## src/rtl/idle_clk_pkg.sv

```systemverilog
// Package: shared mode encoding and select constants for the idle clock controller.
// Assumes: the select value 2'b01 names the secondary oscillator; other values map to primary.
package idle_clk_pkg;

    typedef enum logic [2:0] {
        M_PRI_RUN  = 3'd0,
        M_SEC_RUN  = 3'd1,
        M_PRI_IDLE = 3'd2,
        M_SEC_IDLE = 3'd3,
        M_WAKING   = 3'd4,
        M_SLEEP    = 3'd5
    } pm_mode_e;

    localparam logic [1:0] SEL_SEC = 2'b01;

endpackage

```

## src/rtl/wake_delay_ctr.sv

```systemverilog
// Module: wake delay down-counter.
// Loads WAKE_DLY-1 when a wake starts and counts down while decrement is asserted.
// Assumes: WAKE_DLY >= 1; done_o is high whenever the count is zero.
module wake_delay_ctr #(
    parameter int WAKE_DLY = 4
) (
    input  logic clk,
    input  logic rst_n,
    input  logic load_i,
    input  logic dec_i,
    output logic done_o
);

    localparam int CNT_W = (WAKE_DLY > 1) ? $clog2(WAKE_DLY) : 1;
    localparam logic [CNT_W-1:0] LOAD_VAL = CNT_W'(WAKE_DLY - 1);

    logic [CNT_W-1:0] cnt_q;

    // Count register: load on wake start, otherwise step down toward zero.
    always_ff @(posedge clk) begin
        if (!rst_n) begin
            cnt_q <= '0;
        end else if (load_i) begin
            cnt_q <= LOAD_VAL;
        end else if (dec_i && (cnt_q != '0)) begin
            cnt_q <= cnt_q - 1'b1;
        end
    end

    // Completion flag for the mode sequencer.
    always_comb begin
        done_o = (cnt_q == '0);
    end

endmodule

```

## src/rtl/idle_mode_fsm.sv

```systemverilog
// Module: power mode sequencer.
// Tracks run, idle, sleep and waking modes and the oscillator in use.
// Assumes: sleep_i is a one-cycle strobe; the source only changes in a run mode.
module idle_mode_fsm
    import idle_clk_pkg::*;
(
    input  logic       clk,
    input  logic       rst_n,
    input  logic       sleep_i,
    input  logic       idle_en_i,
    input  logic [1:0] clk_sel_i,
    input  logic       wake_i,
    input  logic       dly_done_i,
    output pm_mode_e   mode_o,
    output logic       src_sec_o,
    output logic       wake_start_o,
    output logic       dly_dec_o
);

    pm_mode_e state_q, state_d;
    logic     src_q, src_d;
    logic     in_run, in_rest, want_sec;

    // Classify the present mode and the requested source.
    always_comb begin
        in_run   = (state_q == M_PRI_RUN) || (state_q == M_SEC_RUN);
        in_rest  = (state_q == M_PRI_IDLE) || (state_q == M_SEC_IDLE) ||
                   (state_q == M_SLEEP);
        want_sec = (clk_sel_i == SEL_SEC);
    end

    // Next-mode and next-source decision.
    always_comb begin
        state_d = state_q;
        src_d   = src_q;
        if (in_run) begin
            src_d = want_sec;
            if (sleep_i) begin
                if (wake_i) begin
                    state_d = M_WAKING;
                end else if (idle_en_i) begin
                    state_d = want_sec ? M_SEC_IDLE : M_PRI_IDLE;
                end else begin
                    state_d = M_SLEEP;
                end
            end else begin
                state_d = want_sec ? M_SEC_RUN : M_PRI_RUN;
            end
        end else if (in_rest) begin
            if (wake_i) begin
                state_d = M_WAKING;
            end
        end else if (state_q == M_WAKING) begin
            if (dly_done_i) begin
                state_d = src_q ? M_SEC_RUN : M_PRI_RUN;
            end
        end else begin
            state_d = M_PRI_RUN;
        end
    end

    // Mode and source registers.
    always_ff @(posedge clk) begin
        if (!rst_n) begin
            state_q <= M_PRI_RUN;
            src_q   <= 1'b0;
        end else begin
            state_q <= state_d;
            src_q   <= src_d;
        end
    end

    // Controls for the delay counter and the outward mode.
    always_comb begin
        wake_start_o = (state_d == M_WAKING) && (state_q != M_WAKING);
        dly_dec_o    = (state_q == M_WAKING);
        mode_o       = state_q;
        src_sec_o    = src_q;
    end

endmodule

```

## src/rtl/clk_en_decode.sv

```systemverilog
// Module: clock enable and status decode.
// Turns the mode and source into clock enables, oscillator control and flags.
// Assumes: the source input is stable outside run modes.
module clk_en_decode
    import idle_clk_pkg::*;
(
    input  pm_mode_e mode_i,
    input  logic     src_sec_i,
    output logic     cpu_clk_en,
    output logic     periph_clk_en,
    output logic     periph_src_sec,
    output logic     prim_osc_en,
    output logic     osc_ready,
    output logic     sec_running
);

    // Enables: CPU only in run modes, peripherals everywhere but sleep.
    always_comb begin
        cpu_clk_en    = (mode_i == M_PRI_RUN) || (mode_i == M_SEC_RUN);
        periph_clk_en = (mode_i != M_SLEEP);
    end

    // Oscillator control and status flags follow the source in use.
    always_comb begin
        periph_src_sec = src_sec_i;
        prim_osc_en    = !src_sec_i;
        osc_ready      = !src_sec_i;
        sec_running    = src_sec_i;
    end

endmodule

```

## src/rtl/idle_clk_ctrl.sv

```systemverilog
// Module: idle-mode clock gating controller (top).
// Ties the mode sequencer, wake delay counter and enable decode together.
// Assumes: clk is the currently selected oscillator; reset is synchronous, active low.
module idle_clk_ctrl
    import idle_clk_pkg::*;
#(
    parameter int WAKE_DLY = 4
) (
    input  logic       clk,
    input  logic       rst_n,
    input  logic       sleep_i,
    input  logic       idle_en_i,
    input  logic [1:0] clk_sel_i,
    input  logic       wake_i,
    output logic [2:0] mode_o,
    output logic       cpu_clk_en,
    output logic       periph_clk_en,
    output logic       periph_src_sec,
    output logic       prim_osc_en,
    output logic       osc_ready,
    output logic       sec_running
);

    pm_mode_e mode_w;
    logic     src_sec_w, wake_start_w, dly_dec_w, dly_done_w;

    idle_mode_fsm u_fsm (
        .clk          (clk),
        .rst_n        (rst_n),
        .sleep_i      (sleep_i),
        .idle_en_i    (idle_en_i),
        .clk_sel_i    (clk_sel_i),
        .wake_i       (wake_i),
        .dly_done_i   (dly_done_w),
        .mode_o       (mode_w),
        .src_sec_o    (src_sec_w),
        .wake_start_o (wake_start_w),
        .dly_dec_o    (dly_dec_w)
    );

    wake_delay_ctr #(.WAKE_DLY(WAKE_DLY)) u_dly (
        .clk    (clk),
        .rst_n  (rst_n),
        .load_i (wake_start_w),
        .dec_i  (dly_dec_w),
        .done_o (dly_done_w)
    );

    clk_en_decode u_dec (
        .mode_i         (mode_w),
        .src_sec_i      (src_sec_w),
        .cpu_clk_en     (cpu_clk_en),
        .periph_clk_en  (periph_clk_en),
        .periph_src_sec (periph_src_sec),
        .prim_osc_en    (prim_osc_en),
        .osc_ready      (osc_ready),
        .sec_running    (sec_running)
    );

    // Outward mode code.
    always_comb begin
        mode_o = mode_w;
    end

endmodule

```

## config.mk

```make
export PLATFORM = sky130hd
export DESIGN_NAME = idle_clk_ctrl
export DESIGN_NICKNAME = d
export VERILOG_FILES = /design/src/rtl/idle_clk_pkg.sv /design/src/rtl/wake_delay_ctr.sv /design/src/rtl/idle_mode_fsm.sv /design/src/rtl/clk_en_decode.sv /design/src/rtl/idle_clk_ctrl.sv
export SDC_FILE = /design/constraint.sdc
export NUM_CORES = 1
export LEC_CHECK = 0
export BUFFER_PORTS_ARGS = -buffer_cell sky130_fd_sc_hd__buf_2
export CAP_MARGIN = 10
export CORE_AREA = 2 2 39 41
export DETAILED_ROUTE_END_ITERATION = 10
export DIE_AREA = 0 0 41 43
export PLACE_DENSITY = 0.67
export SLEW_MARGIN = 20
export SYNTH_ARGS = -nofsm -noshare
export SYNTH_HDL_FRONTEND = slang
export SYNTH_SLANG_ARGS = --single-unit
export TNS_END_PERCENT = 1
```

## constraint.sdc

```tcl
create_clock -name clk -period 1.2 [get_ports clk]
set_input_delay 0 -clock clk [delete_from_list [all_inputs] [get_ports clk]]
set_output_delay 0 -clock clk [all_outputs]
set_load 0.02 [all_outputs]
```

==> metrics.txt <==
Slew headroom=81.7%; Total Nets Final=76; post-DP HPWL=643 um; EDFF count, synth=0; Hold Path Class=input pin to flop; FMAX=848 MHz; count leader, synth=nand2_1; initial antenna violation count=0; postcts setup bufs=0; Synth area leader=dfxtp_1; CTS Buf Count=3; leakage power=0.250 nW; Mean Syn Cell Area=8.38 sq um; drt total wl=827 um; ys async rst share=0%; post-synth top area share=29.3%; Area Overhead vs Synth=30.8%; sequential area share after synthesis=29.3%; dominant cells by area after synthesis=dfxtp_1 (29%), nand2_1 (7.3%), nor4b_4 (5.8%); cells after synthesis=49; first-pass GRT wire length=1.32 mm; core area=1380 sq um; H-tree depth=1; vias in the first global route=339; clk root buf=clkbuf_4; Mapped Nets=57; Pre-Repair DR Iteration Count=4; Post-Syn Area=410 sq um; setup ws final=0.0206 ns; clock skew=0.00575 ns; vias per cell=4.56; Final Critical Period=1.18 ns; top post-synthesis cells by count=nand2_1 (8), dfxtp_1 (6), inv_1 (5); 1st-iter DRT viols=10; Max Transition Viols Final=0; drt drc=0; post-synthesis adder-cell area fraction=3.05%; die width=41 um; largest family of logic cells by synthesized area=simple AND/OR/NAND/NOR gates; XOR/XNOR share of the synthesized area=4.27%; setup violators final=0; status=complete, no violations; Startpoint Class=flop; Initial Util=29.7%; Slew @ Worst Pin=0.273 ns; Worst setup EP type=flop; wire per inst=10.1 um; maximum net fanout on the critical path=3; placed cells=78; Yosys Warn Count=0; clock slew at reported path FFs=0.05 ns; die area=1760 sq um; Tcrit/Tclk final=98.3%; Min Hold Slack=0.0466 ns; Non-Filler Instances=82; Post-Place Setup Slack=-0.0532 ns; Antenna diodes=0; routed vias=374; CTS tree=yes; fillers=149; top_reg_cell synth=dfxtp_1; post-synthesis compound-gate area fraction=21.0%; IO buf count=15; clock buffer depth=2; Worst Path Required=1.37 ns; RSZ-0062 raised after global routing=yes; total grt overflow=0; clock latency reported for the late side of the worst-skew pair=0.24 ns; share of cells above drive strength 1=42.4%; max-cap violations=0; synthesized flop and latch total=6; Total Power=0.653 mW; largest net degree at the start of global routing=11; mux contribution to synthesized area=0%; Netlist cell types=25; R2R Setup Slk=0.02 ns; final hold vios=0; # IOs=16; GP Congestion=0.749; Clock Sinks=6; Pwr Density=1220 nW/um^2; Die Y=43 um; num rows=14; WS Path Type=flop to flop; Peak VDD IR=418 uV; total track usage=11.1%; Critical Path AT=1.35 ns; simple-gate area share of the yosys netlist=28.7%; post-route ant nets=0
## repair_timing
action                                  in CTS  in global routing
pin swaps                                    5                  1
hold buffers                                 1                  0
resized for setup                            5                  2
hold endpoints to repair                     1                  0
endpoints found under the setup margin       3                  2
## cells in the final DEF, fill, tap and decap left out
cell,synthesis,layout
buf_2,0,15
nand2_1,8,8
inv_1,5,3
clkbuf_4,0,3
dfxtp_1,6,3
inv_2,0,2
o21ai_0,2,2
a21boi_1,2,2
nor2b_1,2,2
a21boi_0,2,2
o211ai_1,2,2
buf_4,2,2
dfxtp_2,0,2
and2b_1,1,1
nor2_2,0,1
nor2_1,2,1
o21ba_1,1,1
or3_1,1,1
xor2_1,1,1
and3b_1,1,1
a32oi_1,1,1
nand2b_1,1,1
o31ai_1,1,1
nand4_1,1,1
nor4b_4,1,1
xnor2_1,1,1
a21oi_1,1,1
nor4b_1,1,1
ha_4,0,1
dlygate4sd3_1,0,1
dfxtp_4,0,1
## worst max-delay path: stages (launching register included)
cell and delay [ns]:
dfxtp_2 0.32, inv_2 0.04, ha_4 0.16, and3b_1 0.16, a32oi_1 0.20, nand4_1 0.15, nand2_1 0.09
## kinds of logic (layout without fill, tap and decap cells)
logic type,Yosys count,after routing
AND/OR/NAND/NOR,19,19
AO/OA/AOI/OAI,12,12
buffers and inverters,9,26
flip-flops,6,6
XOR/XNOR,2,2
adder cells (fa/ha/maj),1,1
## cell type report
| class | instances | area, sq um | share of cell area [%] |
|---|---|---|---|
| Tap cell | 16 | 20.0 | 3.73 |
| Timing Repair Buffer | 18 | 100 | 18.6 |
| Clock buffer | 3 | 22.5 | 4.20 |
| Inverter | 5 | 18.8 | 3.50 |
| Sequential cell | 6 | 126 | 23.5 |
| Multi-Input combinational cell | 34 | 249 | 46.4 |
## worst paths after layout
path / cells after the start / from / endpoint
setup reg to reg: 6 / u_dly.cnt_q[1] / u_dly.cnt_q[1]
hold / removal: 4 / clk_sel_i[1] / u_fsm.src_sec_o
hold reg to reg: 2 / u_dly.cnt_q[1] / u_dly.cnt_q[1]
setup / recovery: 6 / u_dly.cnt_q[1] / u_dly.cnt_q[1]
## where the power goes
part           total [mW]  switching, mW  internal [mW]
combinational       0.224          0.116          0.108
clock               0.182         0.0688          0.113
sequential          0.247         0.0230          0.224
total               0.653          0.208          0.445
## flip-flops by register name, indices dropped and copies added, names as in the netlist
register and flops:
u_fsm.mode_o 3, u_dly.cnt_q 2, u_fsm.src_sec_o 1
## through the flow
| step | setup TNS, ns | util, % | area, sq um |
|---|---|---|---|
| floorplan | 0 | - | 414 |
| global placement | -0.0374 | 35.2 | 487 |
| detailed placement | -0.0909 | 35.2 | 487 |
| CTS | -0.0568 | 38.5 | 533 |
| global route | -0.0700 | 38.8 | 537 |
| finish | 0 | 38.8 | 537 |
## per-layer routing
metal | vias up | part of all wire [%] | routed length, um | GRT usage [%]
met5 | - | 0 | 0 | 0
met2 | 13 | 47 | 386 | 15.6
li1 | 199 | - | - | -
met4 | 0 | 2.4 | 20 | 10.0
met1 | 160 | 44 | 367 | 13.8
met3 | 2 | 6.3 | 52 | 1.57
Note: power is estimated with default switching activity, not from simulation.
